### config.mk
export PLATFORM = sky130hd
export DESIGN_NAME = irq_arbiter
export DESIGN_NICKNAME = d
export VERILOG_FILES = /design/src/rtl/irq_pkg.sv /design/src/rtl/irq_nmi_latch.sv /design/src/rtl/irq_resolve.sv /design/src/rtl/irq_arbiter.sv
export SDC_FILE = /design/constraint.sdc
export NUM_CORES = 1
export LEC_CHECK = 0
export BUFFER_PORTS_ARGS = -buffer_cell sky130_fd_sc_hd__buf_2
export CAP_MARGIN = 20
export CORE_AREA = 3 3 40 42
export CTS_CLUSTER_SIZE = 20
export DETAILED_ROUTE_END_ITERATION = 8
export DIE_AREA = 0 0 43 45
export RECOVER_POWER = 100
export SLEW_MARGIN = 5
export SYNTH_ARGS = -nofsm -noshare
export SYNTH_HDL_FRONTEND = slang
export SYNTH_SLANG_ARGS = --single-unit
### constraint.sdc
create_clock -name clk -period 1.45 [get_ports clk]
set_input_delay 0.0725 -clock clk [delete_from_list [all_inputs] [get_ports clk]]
set_output_delay 0.0725 -clock clk [all_outputs]
set_load 0.1 [all_outputs]
### src/rtl/irq_pkg.sv
package irq_pkg;

    // Source indices, ordered from highest to lowest priority
    localparam int SRC_DIV  = 0;
    localparam int SRC_SWI  = 1;
    localparam int SRC_INTO = 2;
    localparam int SRC_NMI  = 3;
    localparam int SRC_INTR = 4;
    localparam int SRC_STEP = 5;
    localparam int NSRC     = 6;

    // Dedicated type numbers
    localparam int TYP_DIV  = 0;
    localparam int TYP_STEP = 1;
    localparam int TYP_NMI  = 2;
    localparam int TYP_OVF  = 4;

    function automatic int fixed_type(int src);
        case (src)
            SRC_DIV:  return TYP_DIV;
            SRC_INTO: return TYP_OVF;
            SRC_NMI:  return TYP_NMI;
            SRC_STEP: return TYP_STEP;
            default:  return 0;
        endcase
    endfunction

endpackage

### src/rtl/irq_nmi_latch.sv
module irq_nmi_latch (
    input  logic clk,
    input  logic rst_n,
    input  logic pin_i,
    input  logic clr_i,
    output logic pend_o
);
    logic prev_q, prev_d;
    logic pend_q, pend_d;

    always_comb begin
        prev_d = pin_i;
        // a fresh edge wins over a clear in the same cycle
        pend_d = (pend_q & ~clr_i) | (pin_i & ~prev_q);
    end

    always_ff @(posedge clk) begin
        if (!rst_n) begin
            prev_q <= 1'b1;
            pend_q <= 1'b0;
        end else begin
            prev_q <= prev_d;
            pend_q <= pend_d;
        end
    end

    assign pend_o = pend_q;

    AST_NMI_HOLD: assert property (@(posedge clk) disable iff (!rst_n)
        pend_q && !clr_i |=> pend_q);

endmodule

### src/rtl/irq_resolve.sv
module irq_resolve
    import irq_pkg::*;
#(
    parameter int TYPE_W = 8
) (
    input  logic [NSRC-1:0]   req_i,
    input  logic [TYPE_W-1:0] swi_type_i,
    output logic              any_o,
    output logic [NSRC-1:0]   grant_o,
    output logic [TYPE_W-1:0] type_o,
    output logic              ext_o
);
    logic found;

    always_comb begin
        grant_o = '0;
        found   = 1'b0;
        for (int i = 0; i < NSRC; i++) begin
            if (req_i[i] && !found) begin
                grant_o[i] = 1'b1;
                found      = 1'b1;
            end
        end
        any_o = found;
    end

    always_comb begin
        type_o = '0;
        for (int i = 0; i < NSRC; i++) begin
            if (grant_o[i]) type_o = TYPE_W'(fixed_type(i));
        end
        if (grant_o[SRC_SWI]) type_o = swi_type_i;
        ext_o = grant_o[SRC_INTR];
    end

    always_comb begin
        AST_GRANT_ONEHOT: assert ($onehot0(grant_o));
    end

endmodule

### src/rtl/irq_arbiter.sv
module irq_arbiter
    import irq_pkg::*;
#(
    parameter int TYPE_W = 8
) (
    input  logic              clk,
    input  logic              rst_n,
    input  logic              boundary_i,
    input  logic              exc_div_i,
    input  logic              exc_swi_i,
    input  logic [TYPE_W-1:0] swi_type_i,
    input  logic              exc_into_i,
    input  logic              ovf_flag_i,
    input  logic              nmi_pin_i,
    input  logic              intr_req_i,
    input  logic              ie_flag_i,
    input  logic              trap_flag_i,
    output logic              take_o,
    output logic [TYPE_W-1:0] type_o,
    output logic              ext_o
);
    typedef struct packed {
        logic              take;
        logic              ext;
        logic [TYPE_W-1:0] vtype;
    } out_s;

    out_s st_d, st_q;

    logic              nmi_pend;
    logic              nmi_clr;
    logic [NSRC-1:0]   req;
    logic [NSRC-1:0]   grant;
    logic              any;
    logic [TYPE_W-1:0] win_type;
    logic              win_ext;

    irq_nmi_latch u_nmi (
        .clk    (clk),
        .rst_n  (rst_n),
        .pin_i  (nmi_pin_i),
        .clr_i  (nmi_clr),
        .pend_o (nmi_pend)
    );

    always_comb begin
        req           = '0;
        req[SRC_DIV]  = exc_div_i;
        req[SRC_SWI]  = exc_swi_i;
        req[SRC_INTO] = exc_into_i & ovf_flag_i;
        req[SRC_NMI]  = nmi_pend;
        req[SRC_INTR] = intr_req_i & ie_flag_i;
        req[SRC_STEP] = trap_flag_i;
    end

    irq_resolve #(.TYPE_W(TYPE_W)) u_res (
        .req_i      (req),
        .swi_type_i (swi_type_i),
        .any_o      (any),
        .grant_o    (grant),
        .type_o     (win_type),
        .ext_o      (win_ext)
    );

    assign nmi_clr = boundary_i & grant[SRC_NMI];

    always_comb begin
        st_d       = '0;
        st_d.take  = boundary_i & any;
        if (st_d.take) begin
            st_d.ext   = win_ext;
            st_d.vtype = win_type;
        end
    end

    always_ff @(posedge clk) begin
        if (!rst_n) st_q <= '0;
        else        st_q <= st_d;
    end

    assign take_o = st_q.take;
    assign type_o = st_q.vtype;
    assign ext_o  = st_q.ext;

    AST_TAKE_AFTER_BOUNDARY: assert property (@(posedge clk) disable iff (!rst_n)
        take_o |-> $past(boundary_i));

    AST_DIV_FIRST: assert property (@(posedge clk) disable iff (!rst_n)
        boundary_i && exc_div_i |=> take_o && type_o == '0 && !ext_o);

    AST_EXT_GATED: assert property (@(posedge clk) disable iff (!rst_n)
        ext_o |-> $past(intr_req_i && ie_flag_i));

    AST_IDLE_QUIET: assert property (@(posedge clk) disable iff (!rst_n)
        !take_o |-> type_o == '0 && !ext_o);

endmodule

==> results.md <==
- Post-CTS Setup Inserts: 0
- Routed WL per cell: ~11 um
- Post-Place Setup Slack: slightly above 0.4 ns
- RD Place Congestion: approximately 0.7
- Synth unique cells: 19
- PortBufs: 28
- Fin Setup TNS: 0 ns
- Worst-Margin Slew: slightly below 0.6 ns
- Hold_buf cts: 8
- Antenna cells: 0
- Max Cap Viol: 0
- Starting Density: between 30% and 40%
- Overall power: about 0.00073 W
- Worst path most repeated cell: dlygate4sd3_1
- Status: complete, no violations
- Initial antenna violation count: 0
- Multi-input logic area: about 180 um^2
- Syn-to-layout area delta: 63.6%
- Vias in the first global route: between 300 and 400
- Die ar.: about 1900 um^2
- Remaining antenna violation count: 0
- Number of fill cells: between 100 and 150
- Hold WC Path Type: input port to flop
- Synth Area per Inst: about 11 um^2
- Worst-path cell chain: dlygate4sd3_1, buf_2, nand2b_1, dlygate4sd3_1
- Rel. slew slack: between 60% and 70%
- Remaining Overflow, GRT: 0
- Synth Area in XOR/XNOR: 0%
- Worst path depth: 4
- Reg2Reg Setup Slack: ~0.39 ns
- CP peak stage delay: between 0.5 and 0.6 ns
- 1st-iter DRT viols: 1
- Critical Path Fanout Max: 2
- Synth Area in Compound Gates: between 10% and 20%
- Slowest CP cell: dlygate4sd3_1
- Yosys warnings: 0
- Max Freq: just over 0.8 GHz
- Crit path from: nmi_pin_i
- WP buf/inv: 3
- Clock sinks: 12
- Final hold vios: 0
- I/O pin count: 29
- WS Path Type: input port to flop
- Largest net degree at the start of global routing: 8
- Final slew viol count: 0
- Core area: about 1300 um^2
- Depth of the CTS H-tree: 1
- Mapped Nets: between 50 and 60
- DRC viols: 0
- Clock transition at path regs: 0.07 ns
- CTS buffer count: 3
- Hold_ws: between 0.03 and 0.04 ns
- Layout cells sized above 1: roughly 43%
- VDD IR-drop max: between 500 and 600 uV
- Final setup viols: 0
- Final worst setup slack: 0.226 ns
- Clock Skew: between 0.0015 and 0.002 ns
- Synth Register Bits: 12
- Seq/Total Area, Yosys: between 50 and 60%
- # rows: 13
- Fin crit share: 84.4%
- Gr usage total: between 10% and 20%
- Die X: around 43 um
- Reg area: between 200 and 250 um^2
- CP startpoint kind: input port
- Reg2reg path depth: 3
- Cells after Synth: 39
- Critical Path End: u_nmi.prev_q
- Fin nets: between 90 and 100
- Worst-Skew Late Latency: roughly 0.27 ns
- Mux share of post-synthesis cell area: 0%
- Die height: between 40 and 50 um
- CTS Root Buffer Type: clkbuf_4
- Worst setup EP type: flop
- Post-Route WL: about 990 um
- Worst Path Arrival: around 1.4 ns
- Reg-to-Reg Start: u_nmi.pend_o
- Longest Clk Path Bufs: 2
- Crit path max-delay family: buffers and inverters
- Resize count post-CTS: 0
- DR vias: roughly 410
- CTS tree: done
- Largest family of logic cells by synthesized area: simple AND/OR/NAND/NOR gates
- WP data required: ~1.6 ns
- Reg-to-reg endpoint: type_o[1]
- Period minus WS final: ~1.2 ns
- First-pass DRT Iterations: 4
- Synth Area in Simple Gates: between 20% and 30%
- Leak: approximately 0.32 nW
- Cell Pwr Density: 1050 nW/um^2
- Hpwl dp: just under 700 um
- Routed vias/inst: around 4.4
- Synth Area in Adders: 0%
- RSZ-0062 raised after global routing: false
- Netlist Area Pre-Place: 423 um^2
- Global-route wire length before repair: 1.59 mm
[placed cells by master (no fill, tap or decap), types with 2 or more instances in the layout]
| cell type | instances |
|---|---|
| dlygate4sd3_1 | 8 |
| and2_0 | 4 |
| nor2b_1 | 2 |
| clkbuf_2 | 10 |
| nand2_1 | 5 |
| clkbuf_4 | 3 |
| dfxtp_1 | 12 |
| buf_2 | 17 |
[metrics by stage]
step                utilization [%]  area (um^2)  cells
floorplan                         -          423     39
global placement               45.3          582     82
detailed placement             45.3          582     82
CTS                            54.3          698     94
global route                   53.8          692     94
finish                         53.8          692     94
[worst min-delay path, cell delays in order]
cell and delay [ns]:
buf_2 0.10, nand2_1 0.05, a21oi_1 0.05
[synthesized netlist by cell type]
library cell	instances	share of area, %
dfxtp_1	12	57
and2_1	5	7.4
nand2_1	5	4.4
nor2b_1	2	3.0
a211o_1	1	2.1
a211oi_2	1	3.0
a21boi_0	1	1.8
a21oi_1	1	1.2
a311o_1	1	2.4
a31oi_1	1	1.5
a32o_2	1	2.7
nand2b_1	1	1.5
nand3b_1	1	1.8
nor2_1	1	0.89
nor3_2	1	2.4
nor3b_2	1	3.0
nor4_1	1	1.5
o21a_1	1	1.8
o21ai_0	1	1.2
[flip-flops by register name, summed over array words and instances (netlist names)]
signal        count
type_o            8
ext_o             1
take_o            1
u_nmi.pend_o      1
u_nmi.prev_q      1
[how the worst min path moves through the flow]
stage,startpoint,endpoint,cells after the start
6_report,swi_type_i[1],type_o[1],3
5_1_grt,rst_n,u_nmi.pend_o,2
4_1_cts,rst_n,u_nmi.pend_o,2
3_5_place_dp,nmi_pin_i,u_nmi.prev_q,2
3_3_place_gp,swi_type_i[7],type_o[7],2
2_1_floorplan,rst_n,u_nmi.prev_q,1
[power by group]
group / switching [W] / leakage (nW) / internal [W]
combinational: 0.0000744 / 0.202 / 0.0000472
sequential: 0.00000382 / 0.0977 / 0.000338
clock: 0.000112 / 0.0210 / 0.000153
total: 0.000190 / 0.321 / 0.000538
[layout make-up]
class                      instances  area share, %
sequential                        12           34.7
timing repair buffer              36           31.6
multi-input combinational         27           25.7
clock buffer                       4           5.24
tap                               15           2.71
[cell families after synthesis]
| logic type | count (synthesis) |
|---|---|
| AOI/OAI and AO/OA | 9 |
| DFF | 12 |
| and+or+nand+nor | 18 |
[layer usage]
layer	routed length, um	vias to the layer above	global-route usage [%]
met5	0	-	0
met4	17	0	5.42
met3	91	4	7.57
met2	480	19	20.4
met1	404	169	11.5
li1	-	219	-
(Power assumes the default switching activity.)
